$ cat src/rtl/pxo_pkg.sv
package pxo_pkg;

    typedef enum logic [1:0] {
        ST_IDLE    = 2'd0,
        ST_HEAD    = 2'd1,
        ST_SCAN    = 2'd2,
        ST_PUBLISH = 2'd3
    } pxo_state_e;

endpackage

$ cat src/rtl/pxo_used_mask.sv
// Set of cities already placed in the child tour, one bit per city.
module pxo_used_mask #(
    parameter int N_CITIES = 8,
    parameter int IDX_W    = $clog2(N_CITIES)
) (
    input  logic                clk,
    input  logic                rst_n,
    input  logic                clr,
    input  logic                preset_en,
    input  logic [N_CITIES-1:0] preset,
    input  logic                set_en,
    input  logic [IDX_W-1:0]    set_idx,
    output logic [N_CITIES-1:0] used
);

    logic [N_CITIES-1:0] used_q;
    logic [N_CITIES-1:0] set_bit;

    assign set_bit = set_en ? (N_CITIES'(1) << set_idx) : '0;

    always_ff @(posedge clk or negedge rst_n) begin
        if (!rst_n) begin
            used_q <= '0;
        end else if (clr) begin
            used_q <= '0;
        end else if (preset_en) begin
            used_q <= preset;
        end else begin
            used_q <= used_q | set_bit;
        end
    end

    assign used = used_q;

endmodule

$ cat src/rtl/pxo_fsm.sv
// Sequencer: capture, head load, tail scan, publish.
module pxo_fsm
    import pxo_pkg::*;
(
    input  logic       clk,
    input  logic       rst_n,
    input  logic       start,
    input  logic       use_xo,
    input  logic       head_only,
    input  logic       scan_last,
    output pxo_state_e state,
    output logic       capture,
    output logic       head_step,
    output logic       scan_step,
    output logic       publish
);

    pxo_state_e state_q;
    pxo_state_e state_d;

    always_ff @(posedge clk or negedge rst_n) begin
        if (!rst_n) begin
            state_q <= ST_IDLE;
        end else begin
            state_q <= state_d;
        end
    end

    always_comb begin
        state_d = state_q;
        unique case (state_q)
            ST_IDLE:    if (start) state_d = ST_HEAD;
            ST_HEAD:    state_d = (!use_xo || head_only) ? ST_PUBLISH : ST_SCAN;
            ST_SCAN:    if (scan_last) state_d = ST_PUBLISH;
            ST_PUBLISH: state_d = ST_IDLE;
            default:    state_d = ST_IDLE;
        endcase
    end

    always_comb begin
        capture   = 1'b0;
        head_step = 1'b0;
        scan_step = 1'b0;
        publish   = 1'b0;
        unique case (state_q)
            ST_IDLE:    capture   = start;
            ST_HEAD:    head_step = 1'b1;
            ST_SCAN:    scan_step = 1'b1;
            ST_PUBLISH: publish   = 1'b1;
            default:    ;
        endcase
    end

    assign state = state_q;

endmodule

$ cat src/rtl/pxo_crossover.sv
// Permutation-preserving single-point crossover of two city tours.
module pxo_crossover
    import pxo_pkg::*;
#(
    parameter int N_CITIES = 8,
    parameter int IDX_W    = $clog2(N_CITIES),
    parameter int CUT_W    = $clog2(N_CITIES + 1)
) (
    input  logic                      clk,
    input  logic                      rst_n,
    input  logic                      start,
    input  logic                      xo_en,
    input  logic [CUT_W-1:0]          cut,
    input  logic [N_CITIES*IDX_W-1:0] par_a,
    input  logic [N_CITIES*IDX_W-1:0] par_b,
    output logic [N_CITIES*IDX_W-1:0] child,
    output logic                      done
);

    localparam int TOUR_W = N_CITIES * IDX_W;
    localparam logic [CUT_W-1:0] CUT_FULL = CUT_W'(N_CITIES);
    localparam logic [CUT_W-1:0] WR_LAST  = CUT_W'(N_CITIES - 1);
    localparam logic [IDX_W-1:0] RD_LAST  = IDX_W'(N_CITIES - 1);

    // captured run inputs
    logic [TOUR_W-1:0] a_q;
    logic [TOUR_W-1:0] b_q;
    logic [CUT_W-1:0]  cut_q;
    logic              en_q;

    // scan pointers and tours
    logic [IDX_W-1:0]  rd_q;
    logic [CUT_W-1:0]  wr_q;
    logic [IDX_W-1:0]  work_q [N_CITIES];
    logic [TOUR_W-1:0] work_flat;
    logic [TOUR_W-1:0] child_q;
    logic              done_q;

    // control
    pxo_state_e        state;
    logic              capture;
    logic              head_step;
    logic              scan_step;
    logic              publish;
    logic              head_only;
    logic              scan_last;
    logic [N_CITIES-1:0] used;
    logic [N_CITIES-1:0] head_bits;
    logic [IDX_W-1:0]  city_b;
    logic              hit;
    logic              append;

    pxo_fsm u_fsm (
        .clk       (clk),
        .rst_n     (rst_n),
        .start     (start),
        .use_xo    (en_q),
        .head_only (head_only),
        .scan_last (scan_last),
        .state     (state),
        .capture   (capture),
        .head_step (head_step),
        .scan_step (scan_step),
        .publish   (publish)
    );

    pxo_used_mask #(
        .N_CITIES (N_CITIES),
        .IDX_W    (IDX_W)
    ) u_mask (
        .clk       (clk),
        .rst_n     (rst_n),
        .clr       (capture),
        .preset_en (head_step),
        .preset    (head_bits),
        .set_en    (append),
        .set_idx   (city_b),
        .used      (used)
    );

    // input snapshot; cut is limited to the tour length
    always_ff @(posedge clk or negedge rst_n) begin
        if (!rst_n) begin
            a_q   <= '0;
            b_q   <= '0;
            cut_q <= '0;
            en_q  <= 1'b0;
        end else if (capture) begin
            a_q   <= par_a;
            b_q   <= par_b;
            cut_q <= (cut > CUT_FULL) ? CUT_FULL : cut;
            en_q  <= xo_en;
        end
    end

    // cities placed ahead of the cut
    always_comb begin
        head_bits = '0;
        for (int i = 0; i < N_CITIES; i++) begin
            if (en_q && (CUT_W'(i) < cut_q)) begin
                head_bits[a_q[i*IDX_W +: IDX_W]] = 1'b1;
            end
        end
    end

    assign head_only = (cut_q == CUT_FULL);
    assign city_b    = b_q[int'(rd_q)*IDX_W +: IDX_W];
    assign hit       = used[city_b];
    assign append    = scan_step && !hit;
    assign scan_last = (rd_q == RD_LAST) || (append && (wr_q == WR_LAST));

    // scan pointers
    always_ff @(posedge clk or negedge rst_n) begin
        if (!rst_n) begin
            rd_q <= '0;
            wr_q <= '0;
        end else if (head_step) begin
            rd_q <= '0;
            wr_q <= cut_q;
        end else if (scan_step) begin
            rd_q <= rd_q + 1'b1;
            if (append) begin
                wr_q <= wr_q + 1'b1;
            end
        end
    end

    // work tour: one register per slot
    for (genvar s = 0; s < N_CITIES; s++) begin : g_slot
        always_ff @(posedge clk or negedge rst_n) begin
            if (!rst_n) begin
                work_q[s] <= '0;
            end else if (head_step) begin
                work_q[s] <= a_q[s*IDX_W +: IDX_W];
            end else if (append && (wr_q == CUT_W'(s))) begin
                work_q[s] <= city_b;
            end
        end
        assign work_flat[s*IDX_W +: IDX_W] = work_q[s];
    end

    // published result
    always_ff @(posedge clk or negedge rst_n) begin
        if (!rst_n) begin
            child_q <= '0;
            done_q  <= 1'b0;
        end else begin
            done_q <= publish;
            if (publish) begin
                child_q <= work_flat;
            end
        end
    end

    assign child = child_q;
    assign done  = done_q;

endmodule

$ cat config.mk
export PLATFORM = sky130hd
export DESIGN_NAME = pxo_crossover
export DESIGN_NICKNAME = d
export VERILOG_FILES = /design/src/rtl/pxo_pkg.sv /design/src/rtl/pxo_used_mask.sv /design/src/rtl/pxo_fsm.sv /design/src/rtl/pxo_crossover.sv
export SDC_FILE = /design/constraint.sdc
export NUM_CORES = 1
export LEC_CHECK = 0
export BUFFER_PORTS_ARGS = -buffer_cell sky130_fd_sc_hd__buf_4
export CAP_MARGIN = 20
export CORE_ASPECT_RATIO = 1.75
export CORE_MARGIN = 1.5
export CORE_UTILIZATION = 56
export DETAILED_ROUTE_END_ITERATION = 8
export PLACE_DENSITY = 0.76
export REMOVE_ABC_BUFFERS = 1
export SETUP_SLACK_MARGIN = 0.02
export SYNTH_ARGS = -nofsm -noshare
export SYNTH_HDL_FRONTEND = slang
export SYNTH_SLANG_ARGS = --single-unit
$ cat constraint.sdc
create_clock -name clk -period 3.4 [get_ports clk]
set_clock_uncertainty 0.05 [all_clocks]
set_input_delay 0.17 -clock clk [delete_from_list [all_inputs] [get_ports clk]]
set_output_delay 0.17 -clock clk [all_outputs]
set_load 0.005 [all_outputs]
==> impl_results.md <==
- Layout area overhead: 30.7%
- Reg2reg start: rd_q[0]$_DFFE_PN0P_
- Final non-filler cell total: just over 900
- Leakage: 3.65 nW
- Max-cap violation count: 0
- Worst Hold Class: in -> reg
- Register area share after synthesis: a little under half
- Critical path arrival: 3.37 ns
- Number of fill cells: 746
- RSZ-0062 raised after global routing: no
- Critical Path Start: rd_q[0]$_DFFE_PN0P_
- Largest net degree at the start of global routing: 64
- Fin. Hold Viols: 0
- Fraction of post-synthesis cell area in the top cell type by area: 47.8%
- Final setup fails: 0
- Vias/cell: about 5.9
- # placed instances: around 830
- Worst Reg-to-Reg Cells: 8
- Worst-margin pin slew: roughly 0.96 ns
- Crit path max fanout: 12
- Top cells by count, synth: 192 x nand2_1, 119 x dfrtp_1, 31 x mux2i_1
- Synth cell types: 56
- Core footprint: approximately 11000 sq um
- Number of buffers created by CTS: 17
- Clk_lat worst skew: roughly 0.42 ns
- Crit Reg-Reg Endpoint: u_mask.used[1]$_DFF_PN0_
- First-pass GRT wire length: approximately 28000 um
- Die height: approximately 140 um
- WS Path Type: reg -> reg
- TritonCTS clock tree: built
- Rel. slew slack: 35.4%
- Status: completed
- Share of cells above drive strength 1: 23.0%
- Clock-pin transition on the worst setup and hold timing paths: around 0.060 ns
- Synth Register Bits: around 120
- Period utilization: roughly nine tenths
- Worst path required time: between 3 and 4 ns
- Hold_ws: between 0.15 and 0.2 ns
- Yosys top cell by area: dfrtp_1
- Total grt overflow: 0
- DR pass1 iterations: 5
- Kind of end point of the critical path: flip-flop
- Global-route usage over all layers: between 30% and 40%
- Setup tns final: 0 ns
- P per Cell Area: 1020 nW/um^2
- Routed len/inst: roughly 19 um
- Setup ws final: around 0.29 ns
- CTS Buffer Depth: 2
- Max Freq: approximately 320 MHz
- Die ar.: 11800 sq um
- Number of global-route vias before repair: 5499
- Post-DP HPWL: around 12000 um
- FFs w/ async S/R, synth: 100%
- # rows: 50
- Top cells by area, synth: dfrtp_1 48%, nand2_1 12%, mux2_2 5.1%
- Buffers on Ports: 80
- Initial antenna violation count: 0
- Chip width: between 80 and 90 um
- CTS H-tree depth: 4
- Number of routed nets with antenna violations: 0
- DRC viols: 0
- Yosys warns: 0
- Cell Area, Synth: 6230 sq um
- CP Capture Point: u_mask.used[1]$_DFF_PN0_
- CTS root buf: clkbuf_16
- Peak VDD IR: a little under 0.0007 V
- Critical Path Start Type: flip-flop
- I/O Pins: around 80
- Post-synthesis instance total: around 650
- Starting Density: ~58%
- Most numerous cell in the Yosys netlist: nand2_1
- Cts repair resizes: 0
- Pre-CTS WS: 0.354 ns
- DRT iter0 DRCs: 356
- Antenna diode count: 0
- Post-synth EDFFs: 0
- Period minus WS final: roughly 3.1 ns
- Drt total wl: 17300 um
- Clock sink count: about 120
- Worst reg-to-reg setup slack: 0.29 ns
- Via count: 5359
- Avg Cell Area, Syn: 9.61 sq um
- Gpl congestion: roughly 0.90
- Slew Limit Fails: 0
- Final nets: approximately 840
- Top FF cell, synth: dfrtp_1
## where the power goes
part           internal [mW]  total, mW  switching (mW)
Clock                   1.41       2.07           0.656
Combinational           1.50       3.43            1.93
Sequential              2.06       2.80           0.734
## placed cells by master, fill, tap and decap left out, drive strengths merged, types with 17 or more instances in the layout
cell	instances
inv	17
dfrtp	119
nand2	192
dlygate4sd3	54
o21ai	38
buf	94
mux2i	32
nor2	20
clkbuf	20
mux2	32
## through the flow
step,utilization (%),power [mW],area [sq um]
5_1_grt,75.7,8.80,8140
2_1_floorplan,-,4.81,6030
3_3_place_gp,64.1,5.93,6890
4_1_cts,75.4,8.22,8110
3_5_place_dp,64.1,6.08,6890
6_report,75.7,8.29,8140
## repair_timing
item / 4_1_cts / 5_1_grt
buffers inserted: 0 / 0
hold endpoints to repair: 113 / 0
hold buffers: 54 / 0
## worst max-delay path, cell delays in order (launching register included)
cell and delay (ns):
dfrtp_1 0.53, mux2_1 0.37, mux4_2 0.67, mux2i_1 0.31, a22oi_2 0.09, buf_4 0.22
a21oi_4 0.30, a311oi_1 0.15, a311oi_1 0.31
## state kept, by name, indices dropped and copies added, names as in the netlist
register and flops:
work_flat 24, done 1, child 24, cut_q 4, wr_q 4, rd_q 3, a_q 24, b_q 24
u_mask.used 8, u_fsm.state 2, en_q 1
## per-layer routing
layer	track usage [%]	part of all wire (%)	wire length [um]	vias up
met1	35.7	37	6450	2589
met3	6.35	4.1	716	61
li1	-	-	-	2490
met5	0	0	0	-
met4	18.2	4.7	822	0
met2	54.6	54	9350	219
## cell type report
cell class,count,area (sq um),area share [%]
multi-input combinational,468,2990,36.7
clock inverter,12,223,2.74
timing repair buffer,148,1270,15.6
sequential,119,2980,36.6
tap,130,163,2.00
clock buffer,20,457,5.61
inverter,17,63.8,0.784
## cells by family after synthesis
kind of cell / count (synthesis) / synth area share [%]
flip-flops: 119 / 47.8
adder cells (fa/ha/maj): 11 / 2.21
AO/OA/AOI/OAI: 111 / 13.4
multiplexers: 69 / 13.0
buffers and inverters: 61 / 4.20
AND/OR/NAND/NOR: 277 / 19.4
## worst min path at each step
stage	startpoint	slack [ns]	cells after the start	endpoint
2_1_floorplan	rst_n	-0.18	0	a_q[0]$_DFFE_PN0P_
3_3_place_gp	rst_n	0.24	1	b_q[11]$_DFFE_PN0P_
3_5_place_dp	rst_n	0.26	1	b_q[5]$_DFFE_PN0P_
5_1_grt	start	0.20	4	u_fsm.state[0]$_DFFE_PN0P_
4_1_cts	start	0.17	4	u_fsm.state[0]$_DFFE_PN0P_
6_report	start	0.18	4	u_fsm.state[0]$_DFFE_PN0P_
No activity file was read; power rests on OpenSTA's default activity.
